File: src/rtl/fa_pkg.sv
package fa_pkg;
  localparam int PARCEL_W = 16;

  typedef logic [PARCEL_W-1:0] parcel_t;

  typedef enum logic [1:0] {
    LEN_HALF = 2'd0,
    LEN_FULL = 2'd1,
    LEN_LONG = 2'd2
  } len_e;

  // Length is decided from the lowest-addressed parcel alone.
  function automatic len_e parcel_len(parcel_t p);
    if (p[1:0] != 2'b11) return LEN_HALF;
    if (p[4:2] != 3'b111) return LEN_FULL;
    return LEN_LONG;
  endfunction
endpackage

File: src/rtl/fa_len_decode.sv
module fa_len_decode
  import fa_pkg::*;
(
  input  parcel_t first_parcel,
  output len_e    len
);
  assign len = parcel_len(first_parcel);
endmodule

File: src/rtl/fa_parcel_queue.sv
module fa_parcel_queue
  import fa_pkg::*;
#(
  parameter int AW    = 32,
  parameter int DEPTH = 3,
  localparam int CW   = $clog2(DEPTH + 1)
) (
  input  logic                  clk,
  input  logic                  rst,
  input  logic                  flush,
  input  logic [1:0]            pop_n,
  input  logic [1:0]            push_n,
  input  parcel_t [1:0]         push_bits,
  input  logic [1:0][AW-1:0]    push_pc,
  output logic [CW-1:0]         cnt,
  output parcel_t [1:0]         head_bits,
  output logic [1:0][AW-1:0]    head_pc
);
  parcel_t       qb [DEPTH];
  logic [AW-1:0] qp [DEPTH];
  parcel_t       nb [DEPTH];
  logic [AW-1:0] np [DEPTH];
  logic [CW-1:0] cnt_q, rem, cnt_n;

  always_comb begin
    rem   = cnt_q - CW'(pop_n);
    cnt_n = rem + CW'(push_n);
    for (int i = 0; i < DEPTH; i++) begin
      int src;
      int j;
      src   = i + int'(pop_n);
      j     = i - int'(rem);
      nb[i] = qb[i];
      np[i] = qp[i];
      if (i < int'(rem)) begin
        for (int k = 0; k < DEPTH; k++) begin
          if (k == src) begin
            nb[i] = qb[k];
            np[i] = qp[k];
          end
        end
      end else if (j < int'(push_n)) begin
        if (j == 0) begin
          nb[i] = push_bits[0];
          np[i] = push_pc[0];
        end else begin
          nb[i] = push_bits[1];
          np[i] = push_pc[1];
        end
      end
    end
  end

  always_ff @(posedge clk) begin
    if (rst || flush) begin
      cnt_q <= '0;
    end else begin
      cnt_q <= cnt_n;
    end
    for (int i = 0; i < DEPTH; i++) begin
      if (rst) begin
        qb[i] <= '0;
        qp[i] <= '0;
      end else begin
        qb[i] <= nb[i];
        qp[i] <= np[i];
      end
    end
  end

  assign cnt          = cnt_q;
  assign head_bits[0] = qb[0];
  assign head_bits[1] = qb[1];
  assign head_pc[0]   = qp[0];
  assign head_pc[1]   = qp[1];
endmodule

File: src/rtl/fa_out_reg.sv
module fa_out_reg #(
  parameter int AW = 32
) (
  input  logic          clk,
  input  logic          rst,
  input  logic          flush,
  input  logic          advance,
  input  logic          load,
  input  logic [31:0]   in_instr,
  input  logic [AW-1:0] in_pc,
  input  logic          in_comp,
  input  logic          in_ill,
  output logic          valid,
  output logic [31:0]   instr,
  output logic [AW-1:0] pc,
  output logic          comp,
  output logic          ill
);
  always_ff @(posedge clk) begin
    if (rst) begin
      valid <= 1'b0;
      instr <= '0;
      pc    <= '0;
      comp  <= 1'b0;
      ill   <= 1'b0;
    end else if (flush) begin
      valid <= 1'b0;
    end else if (advance) begin
      valid <= load;
      if (load) begin
        instr <= in_instr;
        pc    <= in_pc;
        comp  <= in_comp;
        ill   <= in_ill;
      end
    end
  end
endmodule

File: src/rtl/fetch_aligner.sv
module fetch_aligner
  import fa_pkg::*;
#(
  parameter int AW     = 32,
  parameter int QDEPTH = 3,
  localparam int CW    = $clog2(QDEPTH + 1)
) (
  input  logic          clk,
  input  logic          rst,
  input  logic          fetch_valid,
  output logic          fetch_ready,
  input  logic [31:0]   fetch_word,
  input  logic [AW-1:0] fetch_addr,
  input  logic          redirect_valid,
  input  logic [AW-1:0] redirect_pc,
  output logic          out_valid,
  input  logic          out_ready,
  output logic [31:0]   out_instr,
  output logic [AW-1:0] out_pc,
  output logic          out_compressed,
  output logic          out_illegal
);
  logic [CW-1:0]      cnt, rem;
  parcel_t [1:0]      hb;
  logic [1:0][AW-1:0] hp;
  parcel_t [1:0]      pb;
  logic [1:0][AW-1:0] pp;
  logic [1:0]         pop_n, push_n;
  len_e               len;
  logic               advance, emit, take, match, skip;
  logic               waiting_q;
  logic [AW-1:0]      tgt_q;
  logic [31:0]        nxt_instr;

  fa_len_decode u_len (.first_parcel(hb[0]), .len(len));

  always_comb begin
    advance = !out_valid || out_ready;
    emit    = !redirect_valid && advance && (cnt != '0) &&
              ((len != LEN_FULL) || (cnt >= CW'(2)));
    pop_n   = !emit ? 2'd0 : (len == LEN_FULL) ? 2'd2 : 2'd1;
    rem     = cnt - CW'(pop_n);
    fetch_ready = !redirect_valid && (rem <= CW'(QDEPTH - 2));
    take    = fetch_valid && fetch_ready;
    match   = fetch_addr == {tgt_q[AW-1:2], 2'b00};
    skip    = waiting_q && (tgt_q[1:0] != 2'b00);
    if (!take || (waiting_q && !match)) push_n = 2'd0;
    else if (skip)                      push_n = 2'd1;
    else                                push_n = 2'd2;
    pb[0] = skip ? fetch_word[31:16] : fetch_word[15:0];
    pp[0] = skip ? fetch_addr + AW'(2) : fetch_addr;
    pb[1] = fetch_word[31:16];
    pp[1] = fetch_addr + AW'(2);
    nxt_instr = (len == LEN_FULL) ? {hb[1], hb[0]} : {16'h0000, hb[0]};
  end

  always_ff @(posedge clk) begin
    if (rst) begin
      waiting_q <= 1'b0;
      tgt_q     <= '0;
    end else if (redirect_valid) begin
      waiting_q <= 1'b1;
      tgt_q     <= redirect_pc;
    end else if (take && match) begin
      waiting_q <= 1'b0;
    end
  end

  fa_parcel_queue #(.AW(AW), .DEPTH(QDEPTH)) u_queue (
    .clk(clk), .rst(rst), .flush(redirect_valid),
    .pop_n(pop_n), .push_n(push_n), .push_bits(pb), .push_pc(pp),
    .cnt(cnt), .head_bits(hb), .head_pc(hp)
  );

  fa_out_reg #(.AW(AW)) u_out (
    .clk(clk), .rst(rst), .flush(redirect_valid), .advance(advance),
    .load(emit), .in_instr(nxt_instr), .in_pc(hp[0]),
    .in_comp(len == LEN_HALF), .in_ill(len == LEN_LONG),
    .valid(out_valid), .instr(out_instr), .pc(out_pc),
    .comp(out_compressed), .ill(out_illegal)
  );
endmodule

File: config.mk
export PLATFORM = sky130hd
export DESIGN_NAME = fetch_aligner
export DESIGN_NICKNAME = d
export VERILOG_FILES = /design/src/rtl/fa_pkg.sv /design/src/rtl/fa_len_decode.sv /design/src/rtl/fa_parcel_queue.sv /design/src/rtl/fa_out_reg.sv /design/src/rtl/fetch_aligner.sv
export SDC_FILE = /design/constraint.sdc
export NUM_CORES = 1
export LEC_CHECK = 0
export ABC_AREA = 1
export ABC_CLOCK_PERIOD_IN_PS = 4400
export BUFFER_PORTS_ARGS = -buffer_cell sky130_fd_sc_hd__buf_2
export CAP_MARGIN = 20
export CELL_PAD_IN_SITES_DETAIL_PLACEMENT = 1
export CELL_PAD_IN_SITES_GLOBAL_PLACEMENT = 1
export CORE_MARGIN = 5
export CORE_UTILIZATION = 40
export DETAILED_ROUTE_END_ITERATION = 12
export GPL_TIMING_DRIVEN = 0
export PLACE_DENSITY_LB_ADDON = 0.1
export SYNTH_ARGS = -nofsm -noshare
export SYNTH_HDL_FRONTEND = slang
export SYNTH_SLANG_ARGS = --single-unit
File: constraint.sdc
create_clock -name clk -period 4.4 [get_ports clk]
set_input_delay 0 -clock clk [delete_from_list [all_inputs] [get_ports clk]]
set_output_delay 0 -clock clk [all_outputs]
set_load 0.05 [all_outputs]
==> results by group, run 1 <==
STA
  – Period utilization: 97.1%
  – Worst Hold Slack: 23.3 ps
  – Worst-Margin Slew: 958 ps
  – Fin. Hold Viols: 0
  – Worst slew margin: 35.5%
  – Min cycle time layout: 4270 ps
  – Setup Viol. Count Final: 0
  – Max Fclk: 0.234 GHz
  – Max-slew violation count: 0
  – Setup Skew: 14.6 ps

Setup path
  – Most frequent cell on the critical path: nand2_2
  – Critical path depth in cells: 26
  – R2R setup slack: 130 ps
  – Required time of the critical path: 4870 ps
  – RR Startpoint: u_out.valid$_SDFFE_PP0N_
  – Critical path arrival: 4740 ps
  – CP Launch Type: flop
  – Reg2Reg Depth: 26
  – CP peak stage delay: 310 ps
  – Worst-path maximum fanout: 11
  – Worst R2R End: u_queue.qb[0][1]$_SDFFE_PP0P_
  – Crit Path Category: flop to flop
  – Setup crit start: u_out.valid$_SDFFE_PP0N_
  – WP buf/inv: 8
  – CP Capture Point: u_queue.qb[0][1]$_SDFFE_PP0P_
  – Worst path top cell family by delay: simple AND/OR/NAND/NOR gates
  – Critical Path Sink Type: flop
  – Slowest CP cell: dfxtp_1

Power
  – Pwr per Cell Area: 394 nW/um^2
  – Max VDD drop: 0.321 mV
  – Switching pwr: 2.31 mW
  – Sequential power share: 38.3%
  – Share of power burned in the clock network: 38.8%
  – Switching share of power: 33.7%
  – P_leak: 7.72 nW
  – Pint: 4.53 mW
  – Combinational share of power: 22.9%
  – Final Power: 6.84 mW

Detailed routing
  – DR pass1 iterations: 5
  – Final ANT Viol Nets: 0
  – WL final: 69.5 mm
  – Detailed Route Iter0 Violations: 1430
  – DRC viols: 0
  – Number of vias per cell: 5.65
  – Vias post-DR: 16600
  – Average wire per cell in the routed design: 23.7 um

Global routing
  – First-pass GRT wire length: 102 mm
  – Overflow after GRT: 0
  – Vias in the first global route: 16800
  – Gr usage total: 34.6%
  – Largest net degree at the start of global routing: 15
  – Initial antenna violation count: 1

Floorplanning
  – Die outline width: 197 um
  – Core area: 34500 um^2
  – Starting Density: 40.4%
  – Num rows: 68
  – Die Area: 38600 um^2
  – I/O pin count: 169
  – DIE HEIGHT: 197 um

Logic synthesis
  – Async S/R FF share, synth: 0%
  – Syn Area/Cell: 6.41 um^2
  – Post-synthesis sequential area ratio: 35.4%
  – Post-synth EDFFs: 0
  – Ys Warns: 0
  – Synth Cell Area: 13900 um^2
  – Syn_nets: 2282
  – Predominant post-synthesis flop cell: dfxtp_1
  – Mapped Cells: 2170
  – Seq cells post-synth: 246
  – Synth unique cells: 39

Clock tree
  – H-tree depth: 1
  – Clock buffer depth: 3
  – CTS tree: built
  – Register clock-pin slew on the reported worst setup and hold paths: 70 ps
  – Root buffer cell: clkbuf_16
  – Clock Sinks: 246
  – CTS Buf Count: 29
  – Skew-Pair Late Insertion Delay: 580 ps

Placed design
  – IO buf count: 167
  – Placed Cells: 2792
  – Post-DP HPWL: 51.3 mm
  – RePlAce Congestion: 0.953

Finish
  – FILL cells: 4644
  – Fin util: 50.4%
  – Non-filler cells, final: 2930
  – Number of antenna cells inserted: 0
  – Area grow syn2layout: 24.9%
  – Layout cell share with drive strength beyond 1: 16.7%
  – Nets: 2565

Run status
  – Outcome: finished, final reports clean

Min path
  – Kind of path behind the tightest hold check: input port to flop

Run
  – Max Cap Viol: 0
## final cells by class
class / instances / area (um^2) / area share, %
Clock inverter: 17 / 229 / 1.32
Timing Repair Buffer: 251 / 1660 / 9.55
Inverter: 160 / 606 / 3.49
Sequential cell: 246 / 4930 / 28.4
Clock buffer: 36 / 802 / 4.62
Buffer: 146 / 795 / 4.57
Multi-Input combinational cell: 1619 / 7780 / 44.8
Tap cell: 455 / 569 / 3.28
## through the flow
step	setup WS [ps]	area [um^2]	TNS, ps
global placement	-1560	15300	-177120
CTS	29.6	17300	0
finish	128	17400	0
floorplan	170	13900	0
detailed placement	-1730	15300	-198430
global route	-10.3	17400	-26.7
## state kept, by name, indices dropped and copies added (netlist names)
signal / flops
u_queue.qp: 96
u_out.instr: 32
tgt_q: 32
waiting_q: 1
u_out.comp: 1
u_queue.qb: 48
u_out.valid: 1
u_out.ill: 1
u_out.pc: 32
u_queue.cnt: 2
## power groups by stage
stage	Sequential, mW	Clock, mW	Combinational (mW)
after floorplan	2.65	0	0.822
after global placement	2.64	0	1.37
after detailed placement	2.65	0	1.40
after CTS	2.61	2.67	1.50
after global routing	2.64	2.76	1.68
final	2.62	2.66	1.56
## cell usage after synthesis (2+ instances only)
cell	n	area share [%]
nand2_1	587	16
nor2_1	264	7.1
dfxtp_1	246	35
o21ai_0	227	8.2
inv_1	150	4.0
a21oi_1	149	5.4
nand3_1	109	3.9
o211ai_1	81	4.4
clkbuf_1	77	2.1
or2_2	61	2.7
buf_2	45	1.6
a31oi_1	28	1.3
xnor2_1	21	1.3
o21ai_1	16	0.58
ha_1	10	0.90
nand2_2	10	0.45
buf_1	8	0.22
inv_2	8	0.22
a221oi_1	7	0.44
buf_4	7	0.38
or2_1	7	0.31
xor2_1	7	0.44
buf_6	5	0.40
o21bai_1	5	0.27
clkbuf_2	4	0.14
nand4_1	4	0.18
nor2_4	4	0.32
nor2_2	3	0.13
nor3_1	3	0.11
xor2_2	3	0.35
a21oi_2	2	0.13
clkinv_1	2	0.054
nand2_4	2	0.16
nand3_2	2	0.14
or2_0	2	0.090
## timing repair
item / 4_1_cts / 5_1_grt
endpoints found under the setup margin: 147 / 144
hold buffers: 77 / 0
cloned: 0 / 1
pin swaps: 4 / 4
resized for setup: 52 / 22
setup buffers: 3 / 4
endpoints found under the hold margin: 100 / 0
## how the worst min path moves through the flow
stage,start,endpoint,slack [ps],cells after the start
6_report,fetch_word[15],u_queue.qb[2][15]$_SDFFE_PP0P_,20,4
5_1_grt,fetch_word[12],u_queue.qb[2][12]$_SDFFE_PP0P_,60,4
4_1_cts,fetch_addr[6],u_queue.qp[2][6]$_SDFFE_PP0P_,6,4
3_5_place_dp,redirect_pc[2],tgt_q[2]$_SDFFE_PP0P_,230,3
3_3_place_gp,redirect_pc[7],tgt_q[7]$_SDFFE_PP0P_,220,3
2_1_floorplan,redirect_pc[31],tgt_q[31]$_SDFFE_PP0P_,130,2
## cells in the final DEF (no fill, tap or decap), types with 8 or more instances in the layout
cell / instances
a31oi_1: 28
o21ai_1: 16
clkbuf_16: 29
nand3_1: 107
a21oi_1: 148
or2_2: 61
buf_2: 196
xnor2_1: 21
ha_1: 8
dlygate4sd3_1: 77
inv_1: 149
nand2_2: 14
buf_4: 25
dfxtp_1: 240
nor2_1: 262
clkbuf_1: 70
nand2_1: 583
inv_2: 8
clkbuf_2: 9
o211ai_1: 81
o21ai_0: 227
## cell families after synthesis
| logic type | share of synthesized area (%) |
|---|---|
| simple gates | 31.5 |
| fa+ha+maj | 1.04 |
| compound gates | 20.8 |
| buf+inv | 9.15 |
| xor+xnor | 2.11 |
| flops | 35.4 |
## metal layers
layer / routed length, um / up-vias / part of all wire (%) / track usage (%)
li1: - / 7618 / - / -
met1: 29700 / 8047 / 43 / 46.4
met2: 30700 / 737 / 44 / 54.6
met3: 6180 / 163 / 8.9 / 8.21
met4: 2860 / 2 / 4.1 / 12.2
met5: 13 / - / 0.019 / 0
## worst register-to-register path: stages (launching register included)
cell and delay (ps):
dfxtp_1 310, nand2_2 100, nand2_2 100, a21oi_2 140
nand2_1 120, inv_4 80, buf_8 140, ha_2 220
nand3_2 120, nand2_4 130, buf_12 160, ha_1 170
buf_6 140, inv_4 60, clkbuf_8 170, nand3_2 140
nand3_2 130, a21oi_2 140, nand2_2 150, ha_4 310
a21oi_1 160, nand2_1 110, nand2_2 170, buf_4 220
o211ai_1 240, o211ai_1 170, inv_1 50
No activity file was read; power rests on OpenSTA's default activity.
==> run 2: changes to the inputs <==
REMOVE_ABC_BUFFERS = 1   (was unset)
==> run 2 against run 1 <==
Effect of this change: cell area fell by 0.22%; sequential share of layout area barely moved; register-to-register slack improved by 60 ps; die area did not move; clock power fell by 6%; count of clock-buffer cells in the layout rose by 10; utilization fell by 0.11 points; flip-flop and latch count did not move; sequential power barely moved; fmax rose by 1.4%.
==> results by group, run 2 (synthesis gave the netlist of run 1 again) <==
Run status
  – Outcome: finished, final reports clean (unchanged)

Detailed routing
  – DR pass1 iterations: 5 (unchanged)
  – Detailed Route Iter0 Violations: 979 (was 1430)
  – DRC viols: 0 (unchanged)
  – Vias post-DR: 15700 (was 16600)
  – Number of vias per cell: 5.55 (was 5.65)
  – Average wire per cell in the routed design: 21.1 um (was 23.7 um)
  – WL final: 59.8 mm (was 69.5 mm)
  – Final ANT Viol Nets: 0 (unchanged)

Setup path
  – CP Launch Type: flop (unchanged)
  – Critical path arrival: 4670 ps (was 4740 ps)
  – Required time of the critical path: 4860 ps (was 4870 ps)
  – Crit Path Category: flop to flop (unchanged)
  – Critical Path Sink Type: flop (unchanged)
  – Worst-path maximum fanout: 74 (was 11)

Finish
  – Reg with most FFs: u_queue.qp (unchanged)
  – Nets: 2466 (was 2565)
  – Fin util: 50.3% (was 50.4%)
  – Commonest non-fill, non-tap cell in the layout: nand2_1 (unchanged)
  – Largest regs: u_queue.qp: 96 flops, u_queue.qb: 48 flops (unchanged)
  – Area grow syn2layout: 24.6% (was 24.9%)
  – Most frequent cells in the layout: nand2_1, nor2_1, dfxtp_1, o21ai_0, buf_2 (unchanged)
  – Layout cell share with drive strength beyond 1: 15.5% (was 16.7%)
  – Max reg flops: 96 (unchanged)

Power
  – Share of power burned in the clock network: 38.0% (was 38.8%)
  – Pint: 4.43 mW (was 4.53 mW)
  – P_leak: 7.60 nW (was 7.72 nW)
  – Max VDD drop: 0.290 mV (was 0.321 mV)
  – Sequential power share: 39.3% (was 38.3%)
  – Switching share of power: 32.9% (was 33.7%)
  – Switching pwr: 2.17 mW (was 2.31 mW)
  – Combinational share of power: 22.7% (was 22.9%)
  – Pwr per Cell Area: 381 nW/um^2 (was 394 nW/um^2)

Floorplanning
  – Die outline width: 197 um (unchanged)
  – Num rows: 68 (unchanged)
  – Core area: 34500 um^2 (unchanged)
  – Starting Density: 40.4% (unchanged)
  – DIE HEIGHT: 197 um (unchanged)
  – Die Area: 38600 um^2 (unchanged)
  – I/O pin count: 169 (unchanged)

STA
  – Worst-Margin Slew: 1180 ps (was 958 ps)
  – Min cycle time layout: 4210 ps (was 4270 ps)
  – Max-slew violation count: 0 (unchanged)
  – Worst Hold Slack: 8.84 ps (was 23.3 ps)
  – Period utilization: 95.8% (was 97.1%)
  – Max Fclk: 0.237 GHz (was 0.234 GHz)
  – Fin. Hold Viols: 0 (unchanged)
  – Worst slew margin: 21.5% (was 35.5%)
  – Setup Skew: 18.7 ps (was 14.6 ps)
  – Fin worst setup slack: 187 ps (was 128 ps)
  – Setup Viol. Count Final: 0 (unchanged)

Placed design
  – IO buf count: 168 (was 167)
  – RePlAce Congestion: 0.821 (was 0.953)
  – Place WS: -5030 ps (was -1730 ps)
  – Post-DP HPWL: 32.7 mm (was 51.3 mm)

Clock tree
  – Root buffer cell: clkbuf_16 (unchanged)
  – CTS tree: built (unchanged)
  – Clock buffer depth: 3 (unchanged)
  – Register clock-pin slew on the reported worst setup and hold paths: 60 ps (was 70 ps)
  – Skew-Pair Late Insertion Delay: 590 ps (was 580 ps)
  – Clock Sinks: 246 (unchanged)
  – CTS Buf Count: 30 (was 29)
  – H-tree depth: 1 (unchanged)

Global routing
  – Overflow after GRT: 0 (unchanged)
  – Largest net degree at the start of global routing: 106 (was 15)
  – Gr usage total: 29.5% (was 34.6%)
  – Vias in the first global route: 16100 (was 16800)
  – First-pass GRT wire length: 91.5 mm (was 102 mm)
  – Initial antenna violation count: 2 (was 1)

Run
  – Max Cap Viol: 0 (unchanged)

Min path
  – Kind of path behind the tightest hold check: input port to flop (unchanged)
==> run 2: changes by cell type in the layout (fill, tap and decap cells not counted), sizes merged <==
cell         previous run  this run
clkinvlp                3         0
clkbuf                118        47
nand2                 600       607
bufinv                  5         2
clkinv                  8         9
diode                   0         1
dlygate4sd3            77        89
inv                   161       159
bufbuf                  0         1
buf                   238       198
==> run 2: timing repair <==
action                                  4_1_cts  5_1_grt
buffers inserted                              8        9
endpoints found under the hold margin       145        0
pin swaps                                     6        4
hold buffers                                 89        0
endpoints found under the setup margin      148      114
cloned                                        8        3
resized for setup                            26        8
==> run 2: path summary, 6_finish.rpt <==
check,startpoint,end,slack [ps],cells past startpoint
hold reg to reg,u_out.instr[28]$_SDFFE_PP0P_,u_out.instr[28]$_SDFFE_PP0P_,460,2
setup / recovery,u_queue.cnt[1]$_SDFF_PP0_,u_queue.qb[0][7]$_SDFFE_PP0P_,190,17
hold / removal,fetch_word[8],u_queue.qb[0][8]$_SDFFE_PP0P_,9,5
setup reg to reg,u_queue.cnt[1]$_SDFF_PP0_,u_queue.qb[0][7]$_SDFFE_PP0P_,190,17
==> run 2: layer usage <==
metal / routed length [um] / global-route usage (%)
met2: 29300 / 53.4
met5: 13 / 0
met1: 25500 / 36.6
met3: 3060 / 4.00
met4: 1890 / 8.71
==> run 2: layout make-up <==
cell class / instances / area, um^2
repair inverters: 1 / 8.76
multi-input cells: 1626 / 7970
well taps: 455 / 569
inverters: 160 / 652
clock inverters: 9 / 110
repair buffers: 289 / 2230
clock buffers: 46 / 871
flip-flops and latches: 246 / 4920
fillers: 4549 / 17100
diodes: 1 / 2.50
==> run 2: through the flow <==
stage	power (mW)	area [um^2]	cells	setup TNS [ps]
after floorplan	3.40	13200	2024	-486340
after global routing	6.90	17300	2833	-39.6
final	6.60	17300	2833	0
after global placement	3.83	14700	2647	-1665860
after detailed placement	3.91	15000	2660	-649680
after CTS	6.55	17200	2820	0
==> run 2: power by group through the flow <==
stage	sequential (mW)	combinational [mW]	clock, mW
floorplan	2.65	0.754	0
global placement	2.62	1.21	0
detailed placement	2.63	1.27	0
CTS	2.59	1.41	2.55
global route	2.62	1.63	2.64
finish	2.59	1.50	2.51
==> run 2: worst max-delay path, stage by stage (launching register included) <==
cell	delay (ps)
dfxtp_1	400
inv_1	150
a21oi_4	280
nand2_8	120
inv_16	130
ha_2	240
inv_1	80
nand2_2	260
nand2_8	90
buf_4	270
ha_2	350
inv_6	530
nand2_2	340
nand2_8	220
buf_16	200
o211ai_1	120
o211ai_1	120
inv_1	70
==> run 3: changes to the inputs <==
CORE_UTILIZATION = 41   (was 40)
CTS_CLUSTER_SIZE = 30   (was unset)
==> run 3 against run 2 <==
Effect of this change: count of clock-buffer cells in the layout down 6; via count fell by 0.62%; utilization increased by 1.2 points; combinational power barely moved; die area is 2.3% lower; cell area down 0.40%; wire length down 1.3%; non-clock buffer count down 8; clock skew down 2.2 ps; sequential share of layout area is 0.12 points higher; register-to-register slack got worse by 40 ps; flip-flop and latch count did not move; critical endpoint is now u_queue.qp[0][4]$_SDFFE_PP0P_.
==> results by group, run 3 (synthesis gave the netlist of run 1 again) <==
Run status
  – Outcome: finished, final reports clean (unchanged)

Finish
  – Largest regs: u_queue.qp: 96 flops, u_queue.qb: 48 flops (unchanged)
  – Post-route cell area: 17300 um^2 (about the same)
  – Reg with most FFs: u_queue.qp (unchanged)
  – Nets: 2456 (was 2466)
  – Max reg flops: 96 (unchanged)
  – Commonest non-fill, non-tap cell in the layout: nand2_1 (unchanged)
  – Layout cell share with drive strength beyond 1: 15.8% (was 15.5%)
  – Non-filler cells, final: 2813 (was 2833)
  – Area grow syn2layout: 24.1% (was 24.6%)
  – Most frequent cells in the layout: nand2_1, nor2_1, dfxtp_1, o21ai_0, buf_2 (unchanged)
  – Number of antenna cells inserted: 0 (was 1)
  – FILL cells: 4413 (was 4549)

STA
  – Fin. Hold Viols: 0 (unchanged)
  – Period utilization: 96.6% (was 95.8%)
  – TNS Setup: 0 ps (unchanged)
  – Worst slew margin: 38.3% (was 21.5%)
  – Min cycle time layout: 4250 ps (was 4210 ps)
  – Setup Viol. Count Final: 0 (unchanged)
  – Worst-Margin Slew: 925 ps (was 1180 ps)
  – Max Fclk: 0.235 GHz (was 0.237 GHz)
  – Max-slew violation count: 0 (unchanged)
  – Setup Skew: 16.6 ps (was 18.7 ps)
  – Worst Hold Slack: 12.2 ps (was 8.84 ps)

Clock tree
  – Register clock-pin slew on the reported worst setup and hold paths: 60 ps (about the same)
  – Root buffer cell: clkbuf_16 (unchanged)
  – Clock Sinks: 246 (unchanged)
  – CTS Buf Count: 29 (was 30)
  – Skew-Pair Late Insertion Delay: 560 ps (was 590 ps)
  – Clock buffer depth: 3 (unchanged)
  – H-tree depth: 1 (unchanged)
  – CTS tree: built (unchanged)

Min path
  – Worst Hold End: u_queue.qb[2][0]$_SDFFE_PP0P_ (was u_queue.qb[0][8]$_SDFFE_PP0P_)
  – Hold path depth: 6 (was 5)
  – Hold Path Origin: fetch_word[0] (was fetch_word[8])
  – Kind of path behind the tightest hold check: input port to flop (unchanged)

Power
  – Final Power: 6.52 mW (was 6.60 mW)
  – Max VDD drop: 0.308 mV (was 0.290 mV)
  – P_leak: 7.56 nW (was 7.60 nW)
  – Pwr per Cell Area: 378 nW/um^2 (was 381 nW/um^2)

Setup path
  – Critical path depth in cells: 19 (was 17)
  – Slowest CP cell: inv_6 (unchanged)
  – R2R setup slack: 150 ps (was 190 ps)
  – Required time of the critical path: 4900 ps (was 4860 ps)
  – Critical path arrival: 4750 ps (was 4670 ps)
  – RR Startpoint: u_out.valid$_SDFFE_PP0N_ (was u_queue.cnt[1]$_SDFF_PP0_)
  – CP peak stage delay: 510 ps (was 530 ps)
  – WP buf/inv: 7 (unchanged)
  – Critical Path Sink Type: flop (unchanged)
  – Worst path top cell family by delay: buffers and inverters (unchanged)
  – Worst R2R End: u_queue.qp[0][4]$_SDFFE_PP0P_ (was u_queue.qb[0][7]$_SDFFE_PP0P_)
  – Most frequent cell on the critical path: nand2_8
  – Crit-path cells: nand2_1, nand2_2, a21oi_4, nand2_8, inv_16, ha_2, inv_1, nand2_4, nand2_8, buf_4, ha_1, buf_16, inv_6, nand2_2, nand2_8, buf_16, or2_1, nand3_1, inv_1 (was inv_1, a21oi_4, nand2_8, inv_16, ha_2, inv_1, nand2_2, nand2_8, buf_4, ha_2, inv_6, nand2_2, nand2_8, buf_16, o211ai_1, o211ai_1, inv_1)
  – Crit Path Category: flop to flop (unchanged)
  – Reg2Reg Depth: 19 (was 17)
  – Worst-path maximum fanout: 74 (unchanged)
  – CP Launch Type: flop (unchanged)

Floorplanning
  – DIE HEIGHT: 194 um (was 197 um)
  – I/O pin count: 169 (unchanged)
  – Core area: 33500 um^2 (was 34500 um^2)
  – Num rows: 67 (was 68)
  – Die outline width: 194 um (was 197 um)
  – Die Area: 37700 um^2 (was 38600 um^2)
  – Starting Density: 41.5% (was 40.4%)

Placed design
  – IO buf count: 168 (unchanged)
  – Placed Cells: 2653 (was 2660)
  – Post-DP HPWL: 32.3 mm (was 32.7 mm)
  – RePlAce Congestion: 0.811 (was 0.821)
  – Area post-placement: 15000 um^2 (about the same)

Global routing
  – Initial antenna violation count: 0 (was 2)
  – Vias in the first global route: 16500 (was 16100)
  – Largest net degree at the start of global routing: 119 (was 106)
  – First-pass GRT wire length: 92.2 mm (was 91.5 mm)
  – Gr usage total: 29.9% (was 29.5%)
  – Overflow after GRT: 0 (unchanged)

Run
  – Max Cap Viol: 0 (unchanged)

Detailed routing
  – Average wire per cell in the routed design: 21.0 um (was 21.1 um)
  – Final ANT Viol Nets: 0 (unchanged)
  – DRC viols: 0 (unchanged)
  – WL final: 59.0 mm (was 59.8 mm)
  – DR pass1 iterations: 5 (unchanged)
  – Detailed Route Iter0 Violations: 836 (was 979)
  – Number of vias per cell: 5.56 (was 5.55)
  – Vias post-DR: 15600 (was 15700)
run 3: per-stage QoR:
step           utilization, %  setup WS (ps)
5_1_grt                  51.5          -68.2
4_1_cts                  51.1           1.68
3_5_place_dp             44.7          -5120
2_1_floorplan               -          -3820
6_report                 51.5            148
3_3_place_gp             43.7         -11330
run 3: how the worst max path moves through the flow:
stage	endpoint	from	slack, ps
after global placement	u_queue.qp[2][12]$_SDFFE_PP0P_	redirect_valid	-11330
final	u_queue.qp[0][4]$_SDFFE_PP0P_	u_out.valid$_SDFFE_PP0N_	150
after floorplan	u_queue.qp[2][0]$_SDFFE_PP0P_	u_out.valid$_SDFFE_PP0N_	-3820
after global routing	u_queue.qp[2][23]$_SDFFE_PP0P_	u_queue.qb[0][1]$_SDFFE_PP0P_	-70
after detailed placement	u_queue.qp[1][30]$_SDFFE_PP0P_	redirect_valid	-5120
after CTS	u_queue.qb[0][13]$_SDFFE_PP0P_	u_queue.qb[0][0]$_SDFFE_PP0P_	2
run 3: per-layer routing:
layer,global-route usage [%],wire (um),vias up
li1,-,-,7415
met1,36.8,24900,7612
met2,54.3,28700,469
met3,3.87,3190,139
met4,9.53,2190,0
met5,0,0,-
run 3: worst min-delay path: cells and delay by family:
family / cells / cell delay, ps
buffers and inverters: 2 / 150
and+or+nand+nor: 2 / 180
AOI/OAI and AO/OA: 2 / 190
run 3: timing repair:
action	CTS	global route
endpoints found under the setup margin	148	126
gates resized for setup	32	13
hold buffers	81	0
buffers inserted	10	5
pin swaps	9	2
gates cloned	10	1
endpoints found under the hold margin	131	0
run 3: layout make-up:
cell class / count / area, um^2 / area share [%]
Timing Repair Buffer: 281 / 2190 / 12.7
Clock buffer: 40 / 827 / 4.79
Tap cell: 448 / 561 / 3.25
Clock inverter: 12 / 116 / 0.674
Inverter: 160 / 657 / 3.80
Sequential cell: 246 / 4930 / 28.5
Multi-Input combinational cell: 1625 / 7980 / 46.2
Timing Repair inverter: 1 / 8.76 / 0.0507
run 3: where the power goes:
group | total (mW) | internal [mW] | switching (mW)
Clock | 2.43 | 1.42 | 1.01
Combinational | 1.50 | 0.518 | 0.981
Sequential | 2.59 | 2.45 | 0.146
Total | 6.52 | 4.39 | 2.13
